File: src/rtl/rfb_pkg.sv
package rfb_pkg;

  typedef enum logic [1:0] {
    RA_DATA = 2'd0,
    RA_LEN  = 2'd1,
    RA_RSVD = 2'd2,
    RA_CTRL = 2'd3
  } reg_addr_e;

  localparam int CB_DROP   = 0;
  localparam int CB_OVFCLR = 1;

  typedef struct packed {
    logic [4:0] zero;
    logic       busy;
    logic       ovf;
    logic       ready;
  } status_t;

endpackage

File: src/rtl/rfb_mem.sv
module rfb_mem #(
  parameter int DEPTH = 128,
  localparam int AW = $clog2(DEPTH)
) (
  input  logic          clk,
  input  logic          wr_en,
  input  logic [AW-1:0] wr_addr,
  input  logic [7:0]    wr_data,
  input  logic [AW-1:0] rd_addr,
  output logic [7:0]    rd_data
);

  logic [7:0] cell_q [DEPTH];

  always_ff @(posedge clk) begin
    if (wr_en) cell_q[wr_addr] <= wr_data;
  end

  assign rd_data = cell_q[rd_addr];

endmodule

File: src/rtl/rfb_lenq.sv
module rfb_lenq #(
  parameter int SLOTS = 4,
  parameter int W = 8,
  localparam int CW = $clog2(SLOTS + 1),
  localparam int PW = (SLOTS > 1) ? $clog2(SLOTS) : 1
) (
  input  logic          clk,
  input  logic          rst_n,
  input  logic          push,
  input  logic [W-1:0]  din,
  input  logic          pop,
  output logic [W-1:0]  dout,
  output logic          empty,
  output logic          full,
  output logic [CW-1:0] level
);

  localparam logic [PW-1:0] LAST_P = PW'(SLOTS - 1);
  localparam logic [CW-1:0] FULL_C = CW'(SLOTS);

  logic [W-1:0]  slot_q [SLOTS];
  logic [PW-1:0] head_q, head_d, tail_q, tail_d;
  logic [CW-1:0] lvl_q, lvl_d;
  logic          do_push, do_pop;

  assign empty   = (lvl_q == '0);
  assign full    = (lvl_q == FULL_C);
  assign do_push = push & ~full;
  assign do_pop  = pop & ~empty;
  assign dout    = slot_q[head_q];
  assign level   = lvl_q;

  always_comb begin
    head_d = head_q;
    tail_d = tail_q;
    lvl_d  = lvl_q;
    if (do_push) tail_d = (tail_q == LAST_P) ? '0 : tail_q + 1'b1;
    if (do_pop)  head_d = (head_q == LAST_P) ? '0 : head_q + 1'b1;
    if (do_push && !do_pop) lvl_d = lvl_q + 1'b1;
    else if (do_pop && !do_push) lvl_d = lvl_q - 1'b1;
  end

  always_ff @(posedge clk or negedge rst_n) begin
    if (!rst_n) begin
      head_q <= '0;
      tail_q <= '0;
      lvl_q  <= '0;
    end else begin
      head_q <= head_d;
      tail_q <= tail_d;
      lvl_q  <= lvl_d;
    end
  end

  always_ff @(posedge clk) begin
    if (do_push) slot_q[tail_q] <= din;
  end

endmodule

File: src/rtl/hdlc_rx_fbuf.sv
module hdlc_rx_fbuf #(
  parameter int DEPTH  = 128,
  parameter int FRAMES = 4
) (
  input  logic       clk,
  input  logic       rst_n,
  input  logic       rx_valid,
  input  logic [7:0] rx_data,
  input  logic       rx_sof,
  input  logic       rx_eof,
  input  logic       bus_req,
  input  logic       bus_we,
  input  logic [1:0] bus_addr,
  input  logic [7:0] bus_wdata,
  output logic       bus_ack,
  output logic [7:0] bus_rdata,
  output logic       irq_ready
);
  import rfb_pkg::*;

  localparam int AW = $clog2(DEPTH);
  localparam int LW = $clog2(DEPTH + 1);
  localparam int FW = $clog2(FRAMES + 1);
  localparam logic [LW-1:0] FULL_L = LW'(DEPTH);

  // registered state
  logic [AW-1:0] wr_ptr_q, wr_ptr_d, rd_ptr_q, rd_ptr_d;
  logic [LW-1:0] part_q, part_d, used_q, used_d, cnt_q, cnt_d;
  logic          in_frm_q, in_frm_d, ovf_q, ovf_d, ack_q;
  logic [7:0]    rdata_q, rdata_d;

  // bus decode
  logic bus_go, rd_en, rd_data_go, ctrl_wr, drop_go, ovf_clr;
  assign bus_go     = bus_req & ~ack_q;
  assign rd_en      = bus_go & ~bus_we;
  assign rd_data_go = rd_en & (bus_addr == RA_DATA);
  assign ctrl_wr    = bus_go & bus_we & (bus_addr == RA_CTRL);
  assign ovf_clr    = ctrl_wr & bus_wdata[CB_OVFCLR];

  // length queue
  logic          frm_rdy, lq_full, lq_empty, lq_pop, len_push;
  logic [LW-1:0] head_len, len_val, remain;
  logic [FW-1:0] lq_cnt;

  rfb_lenq #(.SLOTS(FRAMES), .W(LW)) u_lenq (
    .clk  (clk),
    .rst_n(rst_n),
    .push (len_push),
    .din  (len_val),
    .pop  (lq_pop),
    .dout (head_len),
    .empty(lq_empty),
    .full (lq_full),
    .level(lq_cnt)
  );

  assign frm_rdy = ~lq_empty;
  assign remain  = head_len - used_q;
  assign drop_go = ctrl_wr & bus_wdata[CB_DROP] & frm_rdy;

  // receive side decisions
  logic          rx_take, rx_over, rx_store, pop_byte;
  logic [LW-1:0] keep, eff_cnt, wr_drop, rd_take;
  logic [AW-1:0] eff_wp;
  logic [7:0]    mem_rdata;

  assign rx_take  = rx_valid & (rx_sof | in_frm_q);
  assign keep     = rx_sof ? '0 : part_q;
  assign eff_cnt  = cnt_q - (rx_sof ? part_q : '0);
  assign eff_wp   = wr_ptr_q - (rx_sof ? part_q[AW-1:0] : '0);
  assign rx_over  = rx_take & ((eff_cnt == FULL_L) | (rx_eof & lq_full));
  assign rx_store = rx_take & ~rx_over;
  assign len_push = rx_store & rx_eof;
  assign len_val  = keep + 1'b1;
  assign pop_byte = rd_data_go & frm_rdy;

  rfb_mem #(.DEPTH(DEPTH)) u_mem (
    .clk    (clk),
    .wr_en  (rx_store),
    .wr_addr(eff_wp),
    .wr_data(rx_data),
    .rd_addr(rd_ptr_q),
    .rd_data(mem_rdata)
  );

  // write-side next state
  always_comb begin
    wr_ptr_d = wr_ptr_q;
    part_d   = part_q;
    in_frm_d = in_frm_q;
    wr_drop  = '0;
    if (rx_over) begin
      wr_ptr_d = wr_ptr_q - part_q[AW-1:0];
      wr_drop  = part_q;
      part_d   = '0;
      in_frm_d = 1'b0;
    end else if (rx_store) begin
      wr_ptr_d = eff_wp + 1'b1;
      wr_drop  = rx_sof ? part_q : '0;
      if (rx_eof) begin
        part_d   = '0;
        in_frm_d = 1'b0;
      end else begin
        part_d   = keep + 1'b1;
        in_frm_d = 1'b1;
      end
    end
  end

  // read-side next state
  always_comb begin
    rd_ptr_d = rd_ptr_q;
    used_d   = used_q;
    rd_take  = '0;
    lq_pop   = 1'b0;
    if (pop_byte) begin
      rd_ptr_d = rd_ptr_q + 1'b1;
      rd_take  = LW'(1);
      if (used_q + 1'b1 == head_len) begin
        used_d = '0;
        lq_pop = 1'b1;
      end else begin
        used_d = used_q + 1'b1;
      end
    end else if (drop_go) begin
      rd_ptr_d = rd_ptr_q + remain[AW-1:0];
      rd_take  = remain;
      used_d   = '0;
      lq_pop   = 1'b1;
    end
  end

  // shared state and read data
  status_t stat;
  always_comb begin
    stat       = '0;
    stat.ready = frm_rdy;
    stat.ovf   = ovf_q;
    stat.busy  = in_frm_q;
    cnt_d = cnt_q + LW'(rx_store) - wr_drop - rd_take;
    ovf_d = rx_over | (ovf_q & ~ovf_clr);
    case (bus_addr)
      RA_DATA: rdata_d = mem_rdata;
      RA_LEN:  rdata_d = frm_rdy ? 8'(head_len) : 8'h00;
      RA_CTRL: rdata_d = stat;
      default: rdata_d = 8'h00;
    endcase
  end

  always_ff @(posedge clk or negedge rst_n) begin
    if (!rst_n) begin
      wr_ptr_q <= '0;
      rd_ptr_q <= '0;
      part_q   <= '0;
      used_q   <= '0;
      cnt_q    <= '0;
      in_frm_q <= 1'b0;
      ovf_q    <= 1'b0;
      ack_q    <= 1'b0;
      rdata_q  <= '0;
    end else begin
      wr_ptr_q <= wr_ptr_d;
      rd_ptr_q <= rd_ptr_d;
      part_q   <= part_d;
      used_q   <= used_d;
      cnt_q    <= cnt_d;
      in_frm_q <= in_frm_d;
      ovf_q    <= ovf_d;
      ack_q    <= bus_go;
      if (rd_en) rdata_q <= rdata_d;
    end
  end

  assign bus_ack   = ack_q;
  assign bus_rdata = rdata_q;
  assign irq_ready = frm_rdy;

endmodule

File: config.mk
export PLATFORM = sky130hd
export DESIGN_NAME = hdlc_rx_fbuf
export DESIGN_NICKNAME = d
export VERILOG_FILES = /design/src/rtl/rfb_pkg.sv /design/src/rtl/rfb_mem.sv /design/src/rtl/rfb_lenq.sv /design/src/rtl/hdlc_rx_fbuf.sv
export SDC_FILE = /design/constraint.sdc
export NUM_CORES = 1
export LEC_CHECK = 0
export BUFFER_PORTS_ARGS = -buffer_cell sky130_fd_sc_hd__buf_2
export CAP_MARGIN = 40
export CORE_ASPECT_RATIO = 1.5
export CORE_MARGIN = 5
export CORE_UTILIZATION = 55
export CTS_BUF_LIST = sky130_fd_sc_hd__clkbuf_8
export CTS_CLUSTER_DIAMETER = 50
export DETAILED_ROUTE_END_ITERATION = 8
export GPL_ROUTABILITY_DRIVEN = 0
export PLACE_DENSITY = 0.73
export SYNTH_ARGS = -nofsm -noshare
export SYNTH_HDL_FRONTEND = slang
export SYNTH_HIERARCHICAL = 1
export SYNTH_SLANG_ARGS = --single-unit
File: constraint.sdc
create_clock -name clk -period 4.44 [get_ports clk]
set_clock_uncertainty 0.05 [all_clocks]
set_input_delay 0.222 -clock clk [delete_from_list [all_inputs] [get_ports clk]]
set_output_delay 0.222 -clock clk [all_outputs]
set_load 0.01 [all_outputs]
==> results.json <==
{
  "htreeDepth": 4,
  "fillers": 5455,
  "min_period_over_period": 1.07,
  "critical_path.max_fanout": 4,
  "violations": "negative setup slack",
  "synth_area_per_cell_um2": 20.5,
  "path_class": "reg -> reg",
  "drive_gt1_frac": 0.328,
  "ir_drop_mv": 0.358,
  "fin_setup_tns_ns": -0.453,
  "place_inst": 3516,
  "fin_hold_ws_ns": 0.176,
  "cts-buffers-inserted": 156,
  "num_io_pins": 35,
  "wl_per_cell_um": 28.0,
  "die_width_um": 245,
  "clk_transition_reported_paths_ns": 0.07,
  "grt_use_total": 0.245,
  "first_pass_iters": 6,
  "drtIter0Drc": 2219,
  "synth_area_um2": 45600,
  "start_util": 0.553,
  "synth_edf_count": 1056,
  "vias_per_cell": 6.13,
  "drc_errors": 0,
  "power.density_nw_per_um2": 604,
  "final_common_cell": "edfxtp_1",
  "port_buffers": 28,
  "synthArstFlopShare": 0.0504,
  "coreArea_um2": 82500,
  "met2_length_um": 58100,
  "final_cell_area_um2": 52300,
  "grt_pass1_wl_um": 160000,
  "ys_ff_latch": 1112,
  "rsz0062_at_grt": "true",
  "worst_pin_slew_ns": 0.922,
  "intPower_mw": 21.3,
  "final_cell_mix": "1056 x edfxtp_1, 344 x mux4_2, 246 x buf_4",
  "top_layer_used": "met5",
  "root_buffer": "clkbuf_8",
  "die-area_um2": 88900,
  "grt_remaining_overflow": 0,
  "worst_slack_ns": -0.318,
  "required_ns": 5.07,
  "cts.sinks": 1112,
  "area_growth_pct": 14.7,
  "wl_met3_um": 7170,
  "clock_latency_ns": 0.84,
  "postRouteAntennaNets": 0,
  "cts_tree": "built",
  "combPwrFrac": 0.368,
  "grt_pass1_vias": 24800,
  "fmax_ghz": 0.210,
  "grt_max_degree": 85,
  "maxCapViolations": 0,
  "ys.flop_type": "edfxtp_1",
  "wirelength_um": 107000,
  "pwr-share-seq": 0.391,
  "power_switching_mw": 10.3,
  "place_area_um2": 49000,
  "met1_length_um": 37000,
  "p_leak_nw": 17.3,
  "slew_viol_final": 0,
  "layout.nets": 2686,
  "final_cells": 3829,
  "layout_min_cycle_time_ns": 4.76,
  "yosysSeqAreaShare": 0.726,
  "place_hpwl_um": 70800,
  "p_sw_frac": 0.326,
  "syn_inst": 2228,
  "syn_nets": 2322,
  "antenna_found_initial": 3,
  "hold_viol": 0,
  "ys_types": 64,
  "die-height_um": 363,
  "vias": 23500,
  "start_kind": "flip-flop",
  "outcome": "finished with violations",
  "setup_viol_count_final": 3,
  "cts.path.max_buffers": 3,
  "cp.arrival_ns": 5.39,
  "clkPwrFrac": 0.242,
  "num_rows": 129,
  "hold_path_class": "in -> reg",
  "yosysWarnings": 6,
  "maxSlewHeadroom": 0.385,
  "endpoint_kind": "flip-flop"
}
[worst paths after layout]
kind	from	cells after the start	slack, ns	end
worst max-delay path	part_q[1]	18	-0.32	cnt_q[7]
worst max register to register	part_q[1]	18	-0.32	cnt_q[7]
worst min-delay path	bus_wdata[0]	5	0.18	used_q[5]
worst min register to register	bus_ack	1	0.41	bus_ack
max in group asynchronous	rst_n	4	2.78	cnt_q[2]
min in group asynchronous	rst_n	4	0.55	u_lenq/level[2]
[repair_timing]
action,CTS,global route
buffers inserted,3,5
pin swaps,6,5
hold buffers,23,0
gates resized for setup,1,9
endpoints found under the setup margin,2,36
hold endpoints to repair,608,0
[registers in the layout, indices dropped and copies added (netlist names)]
signal	flops
bus_rdata	8
u_lenq/slot_q	32
ovf_q	1
used_q	8
u_lenq/level	3
cnt_q	8
u_lenq/tail_q	2
in_frm_q	1
bus_ack	1
u_mem/cell_q	1024
u_lenq/head_q	2
part_q	8
rd_ptr_q	7
wr_ptr_q	7
[logic make-up (layout without fill, tap and decap cells)]
family,Yosys count,after routing,share of synthesized area
other cells,0,3,0
xor+xnor,51,51,0.0104
flops,1112,1112,0.726
mux,365,365,0.175
compound gates,112,112,0.0170
fa+ha+maj,69,69,0.0211
simple gates,366,366,0.0365
buf+inv,153,638,0.0143
[power by group through the flow]
stage	Clock [mW]	Combinational (mW)	Sequential (mW)
finish	7.64	11.6	12.4
global route	8.30	12.2	12.4
global placement	0	11.1	12.6
detailed placement	0	11.4	12.6
floorplan	0	7.28	12.3
CTS	7.82	11.5	12.4
[synthesized netlist by cell type, types with 13 or more instances]
cell type	instances	share of area
clkbuf_1	57	0.0047
o21ai_0	24	0.0026
xnor2_1	31	0.0060
nand3_1	20	0.0022
nand2_1	70	0.0058
ha_1	56	0.015
mux4_2	344	0.17
inv_1	46	0.0038
a21oi_1	20	0.0022
dfrtp_1	56	0.031
buf_1	20	0.0016
buf_2	16	0.0018
nor2_1	172	0.014
edfxtp_1	1056	0.69
nor3_1	21	0.0023
fa_1	13	0.0057
nor2b_1	25	0.0034
xor2_1	18	0.0035
mux2_2	13	0.0032
[per-layer routing]
layer  global-route usage  up-vias
met5                    0        -
met1                0.296    12300
li1                     -     9880
met2                0.439     1032
met3               0.0425      247
met4                0.104        2
[area by class of cell]
class,count,area [µm²],share of cell area
well taps,1113,1390,0.0266
clock inverters,117,748,0.0143
diodes,3,7.51,0.000143
repair buffers,313,2660,0.0509
flip-flops and latches,1112,33100,0.633
inverters,46,173,0.00330
multi-input cells,963,12000,0.229
clock buffers,162,2230,0.0426
[worst max-delay path, cell delays in order, from the launching register on]
cell and delay [ns]:
dfrtp_1 0.41, nand2_4 0.09, ha_4 0.20, nor2b_4 0.12, a221o_1 0.40, a22oi_2 0.19, mux2i_2 0.12, o41ai_4 0.42
nor2_2 0.12, buf_6 0.14, or3_4 0.38, fa_1 0.53, ha_4 0.22, fa_2 0.36, a21o_1 0.19, a21oi_2 0.14
o21ai_1 0.10, xnor2_1 0.22, xnor3_1 0.24
[per-stage QoR]
stage	util	worst slack, ns	power [mW]
floorplan	-	-0.279	19.6
finish	0.634	-0.318	31.6
global placement	0.593	-0.175	23.7
CTS	0.633	-0.188	31.7
detailed placement	0.594	-0.285	24.0
global route	0.634	-0.477	32.9
Note: power is estimated with default switching activity, not from simulation.
